$ cat src/rtl/prbs_ber_pkg.sv
package prbs_ber_pkg;
    localparam int SEQ_W   = 11;
    localparam int TAP_IX  = 8;
    localparam int LANE_W  = 8;
    localparam int POP_W   = $clog2(LANE_W + 1);

    typedef enum logic [1:0] {
        ST_HUNT,
        ST_VERIFY,
        ST_LOCKED
    } lock_state_e;

    typedef struct packed {
        logic [SEQ_W-1:0]  win;
        logic [LANE_W-1:0] bits;
    } adv_t;

    // Eight serial steps of b[n] = b[n-11] ^ b[n-9], unrolled.
    function automatic adv_t lfsr_adv(input logic [SEQ_W-1:0] w);
        adv_t r;
        logic nb;
        r.win  = w;
        r.bits = '0;
        for (int i = 0; i < LANE_W; i++) begin
            nb = r.win[SEQ_W-1] ^ r.win[TAP_IX];
            r.bits[LANE_W-1-i] = nb;
            r.win = {r.win[SEQ_W-2:0], nb};
        end
        return r;
    endfunction

    function automatic logic [POP_W-1:0] pop_lane(input logic [LANE_W-1:0] v);
        logic [POP_W-1:0] n;
        n = '0;
        for (int i = 0; i < LANE_W; i++) begin
            n = n + POP_W'(v[i]);
        end
        return n;
    endfunction
endpackage

$ cat src/rtl/prbs_gen_core.sv
module prbs_gen_core
    import prbs_ber_pkg::*;
#(
    parameter logic [SEQ_W-1:0] SEED = 11'h5A3
) (
    input  logic              clk,
    input  logic              rst,
    input  logic              en,
    output logic [LANE_W-1:0] data,
    output logic              vld
);
    logic [SEQ_W-1:0] win_q;
    adv_t             step;

    always_comb begin
        step = lfsr_adv(win_q);
    end

    always_ff @(posedge clk) begin
        if (rst) begin
            win_q <= SEED;
            data  <= '0;
            vld   <= 1'b0;
        end else begin
            vld <= en;
            if (en) begin
                win_q <= step.win;
                data  <= step.bits;
            end
        end
    end
endmodule

$ cat src/rtl/prbs_lock_fsm.sv
module prbs_lock_fsm
    import prbs_ber_pkg::*;
#(
    parameter int LOCK_RUN = 64,
    parameter int WIN_LEN  = 128,
    parameter int DROP_LIM = 16
) (
    input  logic              clk,
    input  logic              rst,
    input  logic [LANE_W-1:0] rx_data,
    input  logic              rx_vld,
    output logic              locked,
    output logic              score_en,
    output logic [POP_W-1:0]  byte_errs
);
    localparam int GOOD_W = $clog2(LOCK_RUN);
    localparam int WIN_W  = $clog2(WIN_LEN);
    localparam int ERR_W  = $clog2(DROP_LIM + LANE_W + 1);

    lock_state_e       st_q, st_d;
    logic [SEQ_W-1:0]  win_q, win_d;
    logic [SEQ_W-1:0]  hist_q, hist_d;
    logic              fill_q, fill_d;
    logic [GOOD_W-1:0] good_q, good_d;
    logic [WIN_W-1:0]  wcnt_q, wcnt_d;
    logic [ERR_W-1:0]  werr_q, werr_d;

    adv_t              pred;
    logic [SEQ_W-1:0]  hist_nx;
    logic [ERR_W-1:0]  tot;
    logic              clean;

    // Output and datapath decode
    always_comb begin
        pred      = lfsr_adv(win_q);
        hist_nx   = {hist_q[SEQ_W-LANE_W-1:0], rx_data};
        byte_errs = pop_lane(rx_data ^ pred.bits);
        tot       = werr_q + ERR_W'(byte_errs);
        clean     = (byte_errs == '0) && (hist_nx != '0);
        locked    = (st_q == ST_LOCKED);
        score_en  = locked && rx_vld;
    end

    // Next-state decode
    always_comb begin
        st_d   = st_q;
        win_d  = win_q;
        hist_d = hist_q;
        fill_d = fill_q;
        good_d = good_q;
        wcnt_d = wcnt_q;
        werr_d = werr_q;
        if (rx_vld) begin
            hist_d = hist_nx;
            unique case (st_q)
                ST_HUNT: begin
                    win_d  = hist_nx;
                    fill_d = 1'b1;
                    if (fill_q) begin
                        st_d   = ST_VERIFY;       // fill_done
                        good_d = '0;
                    end
                end
                ST_VERIFY: begin
                    win_d = hist_nx;
                    if (!clean) begin
                        good_d = '0;              // reload
                    end else if (good_q == GOOD_W'(LOCK_RUN - 1)) begin
                        st_d   = ST_LOCKED;       // confirm
                        wcnt_d = '0;
                        werr_d = '0;
                    end else begin
                        good_d = good_q + 1'b1;
                    end
                end
                ST_LOCKED: begin
                    win_d = pred.win;
                    if (tot > ERR_W'(DROP_LIM)) begin
                        st_d   = ST_VERIFY;       // drop
                        win_d  = hist_nx;
                        good_d = '0;
                    end else if (wcnt_q == WIN_W'(WIN_LEN - 1)) begin
                        wcnt_d = '0;
                        werr_d = '0;
                    end else begin
                        wcnt_d = wcnt_q + 1'b1;
                        werr_d = tot;
                    end
                end
                default: st_d = ST_HUNT;
            endcase
        end
    end

    // State register
    always_ff @(posedge clk) begin
        if (rst) begin
            st_q   <= ST_HUNT;
            win_q  <= '0;
            hist_q <= '0;
            fill_q <= 1'b0;
            good_q <= '0;
            wcnt_q <= '0;
            werr_q <= '0;
        end else begin
            st_q   <= st_d;
            win_q  <= win_d;
            hist_q <= hist_d;
            fill_q <= fill_d;
            good_q <= good_d;
            wcnt_q <= wcnt_d;
            werr_q <= werr_d;
        end
    end
endmodule

$ cat src/rtl/ber_tally.sv
module ber_tally #(
    parameter int W     = 32,
    parameter int INC_W = 4
) (
    input  logic             clk,
    input  logic             rst,
    input  logic             clr,
    input  logic             add_en,
    input  logic [INC_W-1:0] add_val,
    output logic [W-1:0]     count
);
    logic [W:0]   sum;
    logic [W-1:0] contrib;

    always_comb begin
        contrib = add_en ? W'(add_val) : '0;
        sum     = {1'b0, count} + {1'b0, contrib};
    end

    always_ff @(posedge clk) begin
        if (rst) begin
            count <= '0;
        end else if (clr) begin
            count <= contrib;
        end else if (add_en) begin
            count <= sum[W] ? '1 : sum[W-1:0];
        end
    end
endmodule

$ cat src/rtl/prbs_ber_top.sv
module prbs_ber_top
    import prbs_ber_pkg::*;
#(
    parameter int               CNT_W    = 32,
    parameter logic [SEQ_W-1:0] SEED     = 11'h5A3,
    parameter int               LOCK_RUN = 64,
    parameter int               WIN_LEN  = 128,
    parameter int               DROP_LIM = 16
) (
    input  logic             clk,
    input  logic             rst,
    input  logic             gen_en,
    output logic [7:0]       gen_data,
    output logic             gen_vld,
    input  logic [7:0]       rx_data,
    input  logic             rx_vld,
    input  logic             cnt_clr,
    output logic             sync,
    output logic [CNT_W-1:0] err_count,
    output logic [CNT_W-1:0] bit_count
);
    localparam logic [POP_W-1:0] LANE_BITS = POP_W'(LANE_W);

    logic             score_en;
    logic [POP_W-1:0] byte_errs;

    prbs_gen_core #(.SEED(SEED)) u_gen (
        .clk  (clk),
        .rst  (rst),
        .en   (gen_en),
        .data (gen_data),
        .vld  (gen_vld)
    );

    prbs_lock_fsm #(
        .LOCK_RUN (LOCK_RUN),
        .WIN_LEN  (WIN_LEN),
        .DROP_LIM (DROP_LIM)
    ) u_fsm (
        .clk       (clk),
        .rst       (rst),
        .rx_data   (rx_data),
        .rx_vld    (rx_vld),
        .locked    (sync),
        .score_en  (score_en),
        .byte_errs (byte_errs)
    );

    ber_tally #(.W(CNT_W), .INC_W(POP_W)) u_err_tally (
        .clk     (clk),
        .rst     (rst),
        .clr     (cnt_clr),
        .add_en  (score_en),
        .add_val (byte_errs),
        .count   (err_count)
    );

    ber_tally #(.W(CNT_W), .INC_W(POP_W)) u_bit_tally (
        .clk     (clk),
        .rst     (rst),
        .clr     (cnt_clr),
        .add_en  (score_en),
        .add_val (LANE_BITS),
        .count   (bit_count)
    );
endmodule

$ cat config.mk
export PLATFORM = sky130hd
export DESIGN_NAME = prbs_ber_top
export DESIGN_NICKNAME = d
export VERILOG_FILES = /design/src/rtl/prbs_ber_pkg.sv /design/src/rtl/prbs_gen_core.sv /design/src/rtl/prbs_lock_fsm.sv /design/src/rtl/ber_tally.sv /design/src/rtl/prbs_ber_top.sv
export SDC_FILE = /design/constraint.sdc
export NUM_CORES = 1
export LEC_CHECK = 0
export BUFFER_PORTS_ARGS = -buffer_cell sky130_fd_sc_hd__buf_2
export CAP_MARGIN = 20
export CORE_ASPECT_RATIO = 0.8
export CORE_MARGIN = 2
export CORE_UTILIZATION = 35
export DETAILED_ROUTE_END_ITERATION = 8
export PLACE_DENSITY = 0.58
export SETUP_SLACK_MARGIN = 0.02
export SLEW_MARGIN = 25
export SYNTH_ARGS = -nofsm -noshare
export SYNTH_HDL_FRONTEND = slang
export SYNTH_SLANG_ARGS = --single-unit
$ cat constraint.sdc
create_clock -name clk -period 12.7 [get_ports clk]
set_input_delay 0.635 -clock clk [delete_from_list [all_inputs] [get_ports clk]]
set_output_delay 0.635 -clock clk [all_outputs]
set_load 0.02 [all_outputs]
Word level (Yosys, flattened, before mapping)
Index checks and enable logic that the tools add are counted.

Bits in registers: 119. Input port bits: 13. Output and inout bits: 74. Logic and storage cells: 97.

$add $sub $neg: 12. $lt $le $gt $ge: 1. Equal/unequal tests: 10. Multiplexer cells: 30. Bitwise operators: 17. Reductions and logical operators: 15.

Operators with widths (number): $mux W32 (6); $add A32 B32 Y33 (2); $mux W7 (4); $add A4 B1 Y4 (6); $mux W6 (4); $pmux W11 S2 (1); $mux W5 (4); $pmux W6 S3 (1); $xor A1 B1 Y1 (16); $reduce_and A5 Y1 (3); $pmux W7 S2 (1); $mux W11 (1); $reduce_bool A11 Y1 (1); $pmux W5 S2 (1); $mux W2 (4); $mux W4 (2); $ne A2 B1 Y1 const B (4); $xor A8 B8 Y8 (1); $add A7 B1 Y7 const B (1); $eq A7 B7 Y1 const B (1); $add A6 B1 Y6 const B (1); $eq A6 B6 Y1 const B (1); $pmux W2 S3 (1); $reduce_bool A2 Y1 (3); 13 further kinds (15).

Longest topological paths before layout
Gate-level depths: netlist of run 1.

Depth in word-level cells: 14. Mapped depth: 20. Gate-level depth less buffers: 20.

Cells and area by module
Synthesis of run 1 repeated with hierarchy kept, for this count alone.

Cells, all modules: 773. Area total of the unflattened synthesis: 6781.5 um^2.

Modules (own cells, without submodules): prbs_lock_fsm (instances 1, cells an instance 257, area an instance 2289.7 um^2, sequential area each 700.7 um^2); ber_tally at u_bit_tally (instances 1, cells an instance 225, area an instance 1920.6 um^2, sequential area each 640.6 um^2); ber_tally at u_err_tally (instances 1, cells an instance 225, area an instance 1884.3 um^2, sequential area each 640.6 um^2); prbs_gen_core (instances 1, cells an instance 64, area an instance 679.4 um^2, sequential area each 320.3 um^2); prbs_ber_top (instances 1, cells an instance 2, area an instance 7.5 um^2, sequential area each 0.0 um^2).

Least setup slack after synthesis of run 1
Ideal clock, no wire load.

Path kind: input-to-reg. Start point: input rx_data[0]. End point: register u_fsm.wcnt_q[4]. Library setup time: 92 ps. Data arrival time: 5001 ps. Required time: 12608 ps. Setup slack: 7606 ps. Stages on the path: 16. Buffers on the path: 1. Cells stage by stage: xnor2_1 -> ha_1 -> fa_1 -> inv_1 -> fa_1 -> fa_1 -> fa_1 -> inv_1 -> ha_1 -> a21o_1 -> a21oi_1 -> mux2i_1 -> a21o_1 -> o21ai_1 -> buf_2 -> o32ai_1.

Word-level cells in the longest chain between the ends: 12. Elaborated cells on any way between the ends: 16. Those cells by class: 8 x add/sub; 1 x order compare; 2 x eq/ne; 1 x bitwise; 4 x reduce/logical.

Ends and longest elaborated chain: from (decl) (RTL line prbs_ber_top.sv:15) `input logic [7:0] rx_data,`; $xor A8 B8 Y8 (RTL line prbs_lock_fsm.sv:37) `byte_errs = pop_lane(rx_data ^ pred.bits);`; $add A1 B1 Y2 (RTL line prbs_ber_pkg.sv:36) `n = n + POP_W'(v[i]);`; $add A4 B1 Y4 (6 in a row) (RTL line prbs_ber_pkg.sv:36); $add A5 B4 Y5 or $logic_not A4 Y1 (tied branches) (RTL line prbs_lock_fsm.sv:38, prbs_lock_fsm.sv:39); $gt A5 B5 Y1 or $logic_and A1 B1 Y1 (tied branches) (RTL line prbs_lock_fsm.sv:78, prbs_lock_fsm.sv:39); $ne A2 B2 Y1 (no source line) or $ne A2 B1 Y1 (tied branches); $reduce_and A5 Y1 (no source line) *; to (signal assigned) (RTL line prbs_lock_fsm.sv:111) `wcnt_q <= wcnt_d;`; to (decl) (RTL line prbs_lock_fsm.sv:25) `logic [WIN_W-1:0] wcnt_q, wcnt_d;`.

Mark *: on every way between the ends. The rest lies on a longest branch, timed or not. A chain may end at the register's enable or synchronous reset.

Worst setup path in the final report of run 1
Start point: register u_fsm.win_q[1]. End point: register u_fsm.wcnt_q[4].

Word-level cells in the longest chain between the ends: 13. Elaborated cells on any way between the ends: 16. Those cells by class: 8 x add/sub; 1 x order compare; 2 x eq/ne; 2 x bitwise; 3 x reduce/logical.

Ends and longest elaborated chain: from (decl) (RTL line prbs_lock_fsm.sv:21) `logic [SEQ_W-1:0] win_q, win_d;`; from (signal assigned) (RTL line prbs_lock_fsm.sv:107) `win_q <= win_d;`; $xor A1 B1 Y1 * (RTL line prbs_ber_pkg.sv:25) `nb = r.win[SEQ_W-1] ^ r.win[TAP_IX];`; $xor A8 B8 Y8 * (RTL line prbs_lock_fsm.sv:37); $add A1 B1 Y2 * (RTL line prbs_ber_pkg.sv:36); $add A4 B1 Y4 * (6 in a row) (RTL line prbs_ber_pkg.sv:36); $add A5 B4 Y5 or $logic_not A4 Y1 (tied branches) (RTL line prbs_lock_fsm.sv:38, prbs_lock_fsm.sv:39); $gt A5 B5 Y1 or $logic_and A1 B1 Y1 (tied branches) (RTL line prbs_lock_fsm.sv:78, prbs_lock_fsm.sv:39); $ne A2 B2 Y1 (no source line) or $ne A2 B1 Y1 (tied branches); $reduce_and A5 Y1 (no source line) *.

Marks and branches as above.

==> metrics, run 1 <==
FP Rows=42; crit path DAT=5730 ps; max-cap viol count=0; fillers=1,689; relative slew slack=52.5%; CP Max Fanout=12; syn_nets=741; post-synthesis simple-gate area fraction=24.8%; crit share post-route=between 40% and 50%; setup bufs post-CTS=0; min Tclk post-route=5410 ps; num ports=87; Setup TNS Final=0 ps; nature of the critical path endpoint=flip-flop; DRT antenna net count=0; Die X=151 um; All-Layer GR Usage=17.6%; DRC=0; Setup Skew=approximately 6.6 ps; Synth Area in XOR/XNOR=~4.3%; WP data required=13,020 ps; status=complete, no violations; PwrDens=roughly 140 nW/um^2; syn avg cell area=between 8 and 9 sq um; TritonCTS buffer count=17; clock sinks=113; Clock Pin Slew Worst Setup and Hold Paths=60 ps; post-synthesis cell type count=65; placed cell area=6630 sq um; hpwl dp=10,700 um; Yosys reg bits=113; yosys warns=0; sequential area share after synthesis=37.4%; crit-path cells=xnor2_1 -> xnor2_1 -> ha_1 -> fa_1 -> inv_1 -> fa_1 -> fa_1 -> fa_1 -> inv_1 -> ha_1 -> a21o_1 -> a21oi_1 -> mux2i_1 -> a21o_1 -> o21ai_2 -> o32ai_1; CP peak stage delay=between 600 and 700 ps; Top cell by count, worst path=fa_1; Final Cell Area=a little over 7000 sq um; Post-synth EDFFs=0; CORE AREA=16,700 sq um; via count=approximately 5,500; CTS tree=built; ys async rst share=0%; Synth Area in Adders=under 10%; PortBufs=86; Die ar.=18,400 sq um; 1st-pass router iterations=5; RSZ-0062 raised after global routing=no; CP startpoint kind=flip-flop; clock latency at the later pin of the worst-skew pair=roughly 420 ps; Nets=814; ANT cells=0; critical path class=flip-flop to flip-flop; total grt overflow=0; routed wire length=15,400 um; Slew @ Worst Pin=712 ps; die height=around 120 um; CTS root buf=clkbuf_16; pin count of the biggest net entering global routing=59; Syn Inst Count=roughly 700; first-pass GRT wire length=25,600 um; layout cells sized above 1=18.3%; Post-Synthesis Cell Area=6050 sq um; Layout Utilization=around 43%; maximum VDD drop=0.0000768 V; Placer Congestion=0.806; Pins Over Slew Limit=0; Max clock buf depth=2; starting density of the core=a little over a third; largest family of logic cells by synthesized area=simple AND/OR/NAND/NOR gates; fraction of synthesized area in multiplexers=under 10%; vias in the first global route=around 5,000; CTS hold repair buffers=0; P_leak=2.94 nW; Initial DRC Count=approximately 400; Synth Area in Compound Gates=21.1%; Slowest-stage cell, CP=fa_1; Tot Pwr=between 0.001 and 0.0015 W; # resized after CTS=0; vias per std cell=about 5.4; initial antenna violation count=0; Fmax=185 MHz; Setup violations, final=0; final hold vios=0; CTS HTree Levels=4; DR WL/cell=roughly 15 um; synthesis-to-layout area growth=19.0%; Hold Crit Class=flip-flop to flip-flop; Most used DFF post-synth=dfxtp_1
[cells in the final DEF (no fill, tap or decap), types with 9 or more instances in the layout]
| cell type | n |
|---|---|
| a211oi_1 | 20 |
| a21oi_1 | 28 |
| a311oi_1 | 11 |
| a31oi_1 | 23 |
| and2_1 | 14 |
| and3_1 | 27 |
| buf_2 | 86 |
| clkbuf_16 | 17 |
| dfxtp_1 | 113 |
| ha_1 | 15 |
| inv_1 | 18 |
| mux2i_1 | 20 |
| nand2_1 | 42 |
| nand2b_1 | 16 |
| nand3_1 | 32 |
| nand4_1 | 9 |
| nor2_1 | 76 |
| nor3_1 | 20 |
| o21a_1 | 9 |
| o21ai_0 | 36 |
| xnor2_1 | 23 |
[state kept, by name (all words and copies together) (netlist names), 2 cells and up]
signal,count
u_fsm.werr_q,5
u_fsm.good_q,6
u_bit_tally.count,30
u_fsm.wcnt_q,7
u_gen.win_q,11
u_fsm.st_q,2
u_err_tally.count,32
u_fsm.hist_q,3
u_gen.data,4
u_fsm.win_q,11
[cell type report]
class	instances	area [sq um]	area share, %
Sequential cell	113	2260	31.4
Clock inverter	12	108	1.49
Tap cell	220	275	3.82
Multi-Input combinational cell	539	3550	49.3
Timing Repair Buffer	91	468	6.50
Inverter	18	67.6	0.938
Clock buffer	20	467	6.48
[path summary, 6_finish.rpt]
| kind | startpoint | end | slack, ps | depth (start not counted) |
|---|---|---|---|---|
| worst max-delay path | u_fsm.win_q[1] | u_fsm.wcnt_q[4] | 7290 | 16 |
| worst min-delay path | u_gen.data[1] | u_gen.data[1] | 470 | 2 |
| worst max register to register | u_fsm.win_q[1] | u_fsm.wcnt_q[4] | 7290 | 16 |
| worst min register to register | u_gen.data[1] | u_gen.data[1] | 470 | 2 |
[where the power goes]
group          internal (W)  switching [W]  total [W]
Sequential         0.000363     0.00000739   0.000370
Clock              0.000284       0.000176   0.000460
Combinational     0.0000746       0.000101   0.000175
Total              0.000721       0.000284    0.00101
[layer usage]
layer / wire length (um) / GRT usage [%] / vias up
li1: - / - / 2770
met1: 8040 / 25.8 / 2576
met2: 6510 / 24.9 / 116
met3: 642 / 4.57 / 17
met4: 209 / 5.84 / 0
met5: 0 / 0 / -
[synth_stat cells, types with 16 or more instances]
cell,count,area [sq um]
a211oi_1,20,150
clkbuf_1,24,90.1
nor2_1,77,289
and3_1,27,169
inv_1,18,67.6
a21oi_1,28,140
mux2i_1,20,200
dfxtp_1,113,2260
nand2_1,42,158
xnor2_1,23,201
o21ai_0,36,180
nand2b_1,16,100
nand3_1,32,160
a31oi_1,23,144
nor3_1,20,100
[metrics by stage]
stage	setup slack (ps)	std cells	hold slack [ps]
5_1_grt	6960	1013	480
3_5_place_dp	7100	981	454
3_3_place_gp	6930	981	455
4_1_cts	7300	1013	465
2_1_floorplan	7610	707	440
6_report	7290	1013	473
[critical path: cells and delay by family (launching register included)]
kind / cells / cell delay [ps]
AOI/OAI and AO/OA: 5 / 1280
DFF: 1 / 330
buffers and inverters: 2 / 130
xor gates and xnor gates: 2 / 430
adders and majority gates: 6 / 2690
muxes: 1 / 470
[kinds of logic (layout without fill, tap and decap cells)]
| group | Yosys count | in the layout |
|---|---|---|
| multiplexers | 20 | 20 |
| adder cells (fa/ha/maj) | 21 | 21 |
| buffers and inverters | 55 | 141 |
| XOR/XNOR | 30 | 30 |
| flip-flops | 113 | 113 |
| AND/OR/NAND/NOR | 284 | 284 |
| AO/OA/AOI/OAI | 184 | 184 |
(Power assumes the default switching activity.)
==> run 2: changes to the inputs <==
Settings changed: PLACE_DENSITY 0.58 to 0.6.
Clock period 12.7 ns to 4.58 ns, I/O delays scaled along.
==> metrics, run 2 (same netlist as run 1, synthesis figures left out) <==
ANT cells=0 (unchanged); clock sinks=113 (unchanged); CTS root buf=clkbuf_16; starting density of the core=36.2% (unchanged); CP peak stage delay=560 ps (-60 ps); synthesis-to-layout area growth=37.0%; met3 Usage GRT=4.57% (unchanged); area of the multi-input gates=4090 sq um (+15%); Largest regs=u_err_tally.count x32, u_bit_tally.count x30; fillers=1,541 (-8.8%); 1st-pass router iterations=5 (unchanged); FP Rows=42 (unchanged); crit path DAT=5050 ps (-680 ps); most common cell after layout, fill and taps aside=dfxtp_1; Hold Crit Class=input port to flip-flop; first-pass GRT wire length=26,300 um (+2.8%); DRT antenna net count=0 (unchanged); initial antenna violation count=0 (unchanged); largest reg by FF count=u_err_tally.count; hpwl dp=11,300 um (+6.0%); CTS HTree Levels=4 (unchanged); nature of the critical path endpoint=flip-flop; Seq. cell area=2270 sq um (+0.22%); most frequent cells in the layout=dfxtp_1 (109), buf_2 (86), nor2_1 (72); DRC=0 (unchanged); pin count of the biggest net entering global routing=47 (-20%); Largest register FFs=32 (unchanged); relative slew slack=42.4% (-10 points); clock latency at the later pin of the worst-skew pair=410 ps (about the same); final hold vios=0 (unchanged); gr busiest metal=met1; TritonCTS buffer count=17 (unchanged); Fmax=212 MHz (+15%); CORE AREA=16,700 sq um (unchanged); Setup violations, final=49 (+49); RSZ-0062 raised after global routing=yes; met2 GRT Util=24.7% (-0.11 points); Die X=151 um (unchanged); maximum VDD drop=0.000286 V (+270%); worst reg2reg endpoint=u_fsm.wcnt_q[6]; DR WL/cell=15.4 um (+1.1%); WP data required=4910 ps (-8110 ps); vias in the first global route=5,109 (+1.7%); Buf+Inv Stages, Crit Path=2 (unchanged); CP Max Fanout=7 (-5); Slew @ Worst Pin=864 ps (+152 ps); Pins Over Slew Limit=0 (unchanged); CTS tree=built; WHS Endpoint=u_fsm.win_q[4]; crit-path cells=xnor2_2 -> xnor2_1 -> ha_1 -> fa_1 -> inv_1 -> fa_1 -> fa_2 -> fa_2 -> fa_2 -> xnor2_4 -> nor4bb_4 -> mux2i_4 -> a21oi_4 -> buf_12 -> a31oi_1 -> a311oi_2; All-Layer GR Usage=18.1% (+0.50 points); vias per std cell=5.37 (-0.66%); min Tclk post-route=4720 ps (-693 ps); Placer Congestion=0.841 (+4.4%); num ports=87 (unchanged); Reg2Reg Launch Point=u_fsm.win_q[2]; Initial DRC Count=387 (-5.4%); PortBufs=86 (unchanged); Layout Utilization=49.6% (+6.5 points); flop2flop setup slack=-140 ps (-7430 ps); Setup TNS Final=-3370 ps (-3370 ps); total grt overflow=0 (unchanged); Die ar.=18,400 sq um (unchanged); failing checks=negative setup slack; max-cap viol count=0 (unchanged); Hold Path Depth=2 (unchanged); P_leak=3.41 nW (+16%); crit share post-route=103% (+60 points); via count=5,760 (+5.1%); status=finished, violations left; Top cell by count, worst path=fa_2; Slowest-stage cell, CP=fa_2; die height=122 um (unchanged); met1 Track Usage GR=27.6% (+1.8 points); Clock Pin Slew Worst Setup and Hold Paths=50 ps (about the same); CP startpoint kind=flip-flop; Setup Skew=9.76 ps (+3.21 ps); Max clock buf depth=2 (unchanged); critical path class=flip-flop to flip-flop; R2R cell count=16 (unchanged); final worst setup slack=-141 ps (-7430 ps); Top delay family on crit path=adder cells; PwrDens=383 nW/um^2 (+170%); worst hold start=rx_data[4]; Nets=874 (+7.4%); worst hold margin=88.2 ps (-385 ps); layout cells sized above 1=33.1% (+15 points); routed wire length=16,500 um (+7.0%)
[run 2: cell count changes in the layout (fill, tap and decap cells not counted), moves of 10 or more]
cell,delta
a21oi_1,-10
buf_4,+48
buf_6,+10
o21ai_0,-12
[run 2: worst max path at each step]
stage	cells after the start	start	slack [ps]	end
5_1_grt	17	u_fsm.win_q[3]	-310	u_fsm.win_q[9]
4_1_cts	17	u_fsm.win_q[1]	-190	u_fsm.wcnt_q[5]
3_3_place_gp	16	u_fsm.win_q[4]	-240	u_err_tally.count[31]
3_5_place_dp	16	u_fsm.win_q[4]	-240	u_err_tally.count[31]
2_1_floorplan	17	u_fsm.win_q[4]	20	u_fsm.wcnt_q[4]
6_report	16	u_fsm.win_q[2]	-140	u_fsm.wcnt_q[6]
[run 2: cell type report]
type / count / area share, %
tap: 220 / 3.32
clock buffer: 22 / 5.84
timing repair buffer: 151 / 11.8
clock inverter: 9 / 1.57
sequential: 113 / 27.4
inverter: 18 / 0.815
multi-input combinational: 539 / 49.3
[run 2: per-layer routing]
| layer | share of wire, % | wire length (um) |
|---|---|---|
| met5 | 0 | 0 |
| met2 | 42 | 6930 |
| met1 | 52 | 8620 |
| met3 | 4.1 | 671 |
| met4 | 1.5 | 255 |
[run 2: where the power goes]
group / internal (W) / switching, W / total [W]
combinational: 0.000385 / 0.000394 / 0.000779
sequential: 0.00101 / 0.0000210 / 0.00103
clock: 0.000908 / 0.000458 / 0.00137
[run 2: timing repair]
item                                    in CTS  in global routing
buffers inserted                            11                 10
pin swaps                                   39                 40
resized for setup                           42                 60
gates cloned                                 0                  0
endpoints found under the setup margin      60                 63
hold buffers                                 0                  0
[run 2: metrics by stage]
step	std cells	total power, W	worst slack, ps	cell area, sq um
6_report	1072	0.00317	-141	8290
5_1_grt	1072	0.00332	-310	8290
4_1_cts	1062	0.00315	-186	7980
3_3_place_gp	1020	0.00167	-239	7050
3_5_place_dp	1020	0.00168	-236	7060
2_1_floorplan	707	0.00150	22.5	6200
[run 2: worst reg2reg max path, cell delays in order, from the launching register on]
cell	delay [ps]
dfxtp_2	330
xnor2_2	200
xnor2_1	110
ha_1	320
fa_1	480
inv_1	40
fa_1	450
fa_2	380
fa_2	560
fa_2	420
xnor2_4	180
nor4bb_4	310
mux2i_4	160
a21oi_4	200
buf_12	150
a31oi_1	100
a311oi_2	250
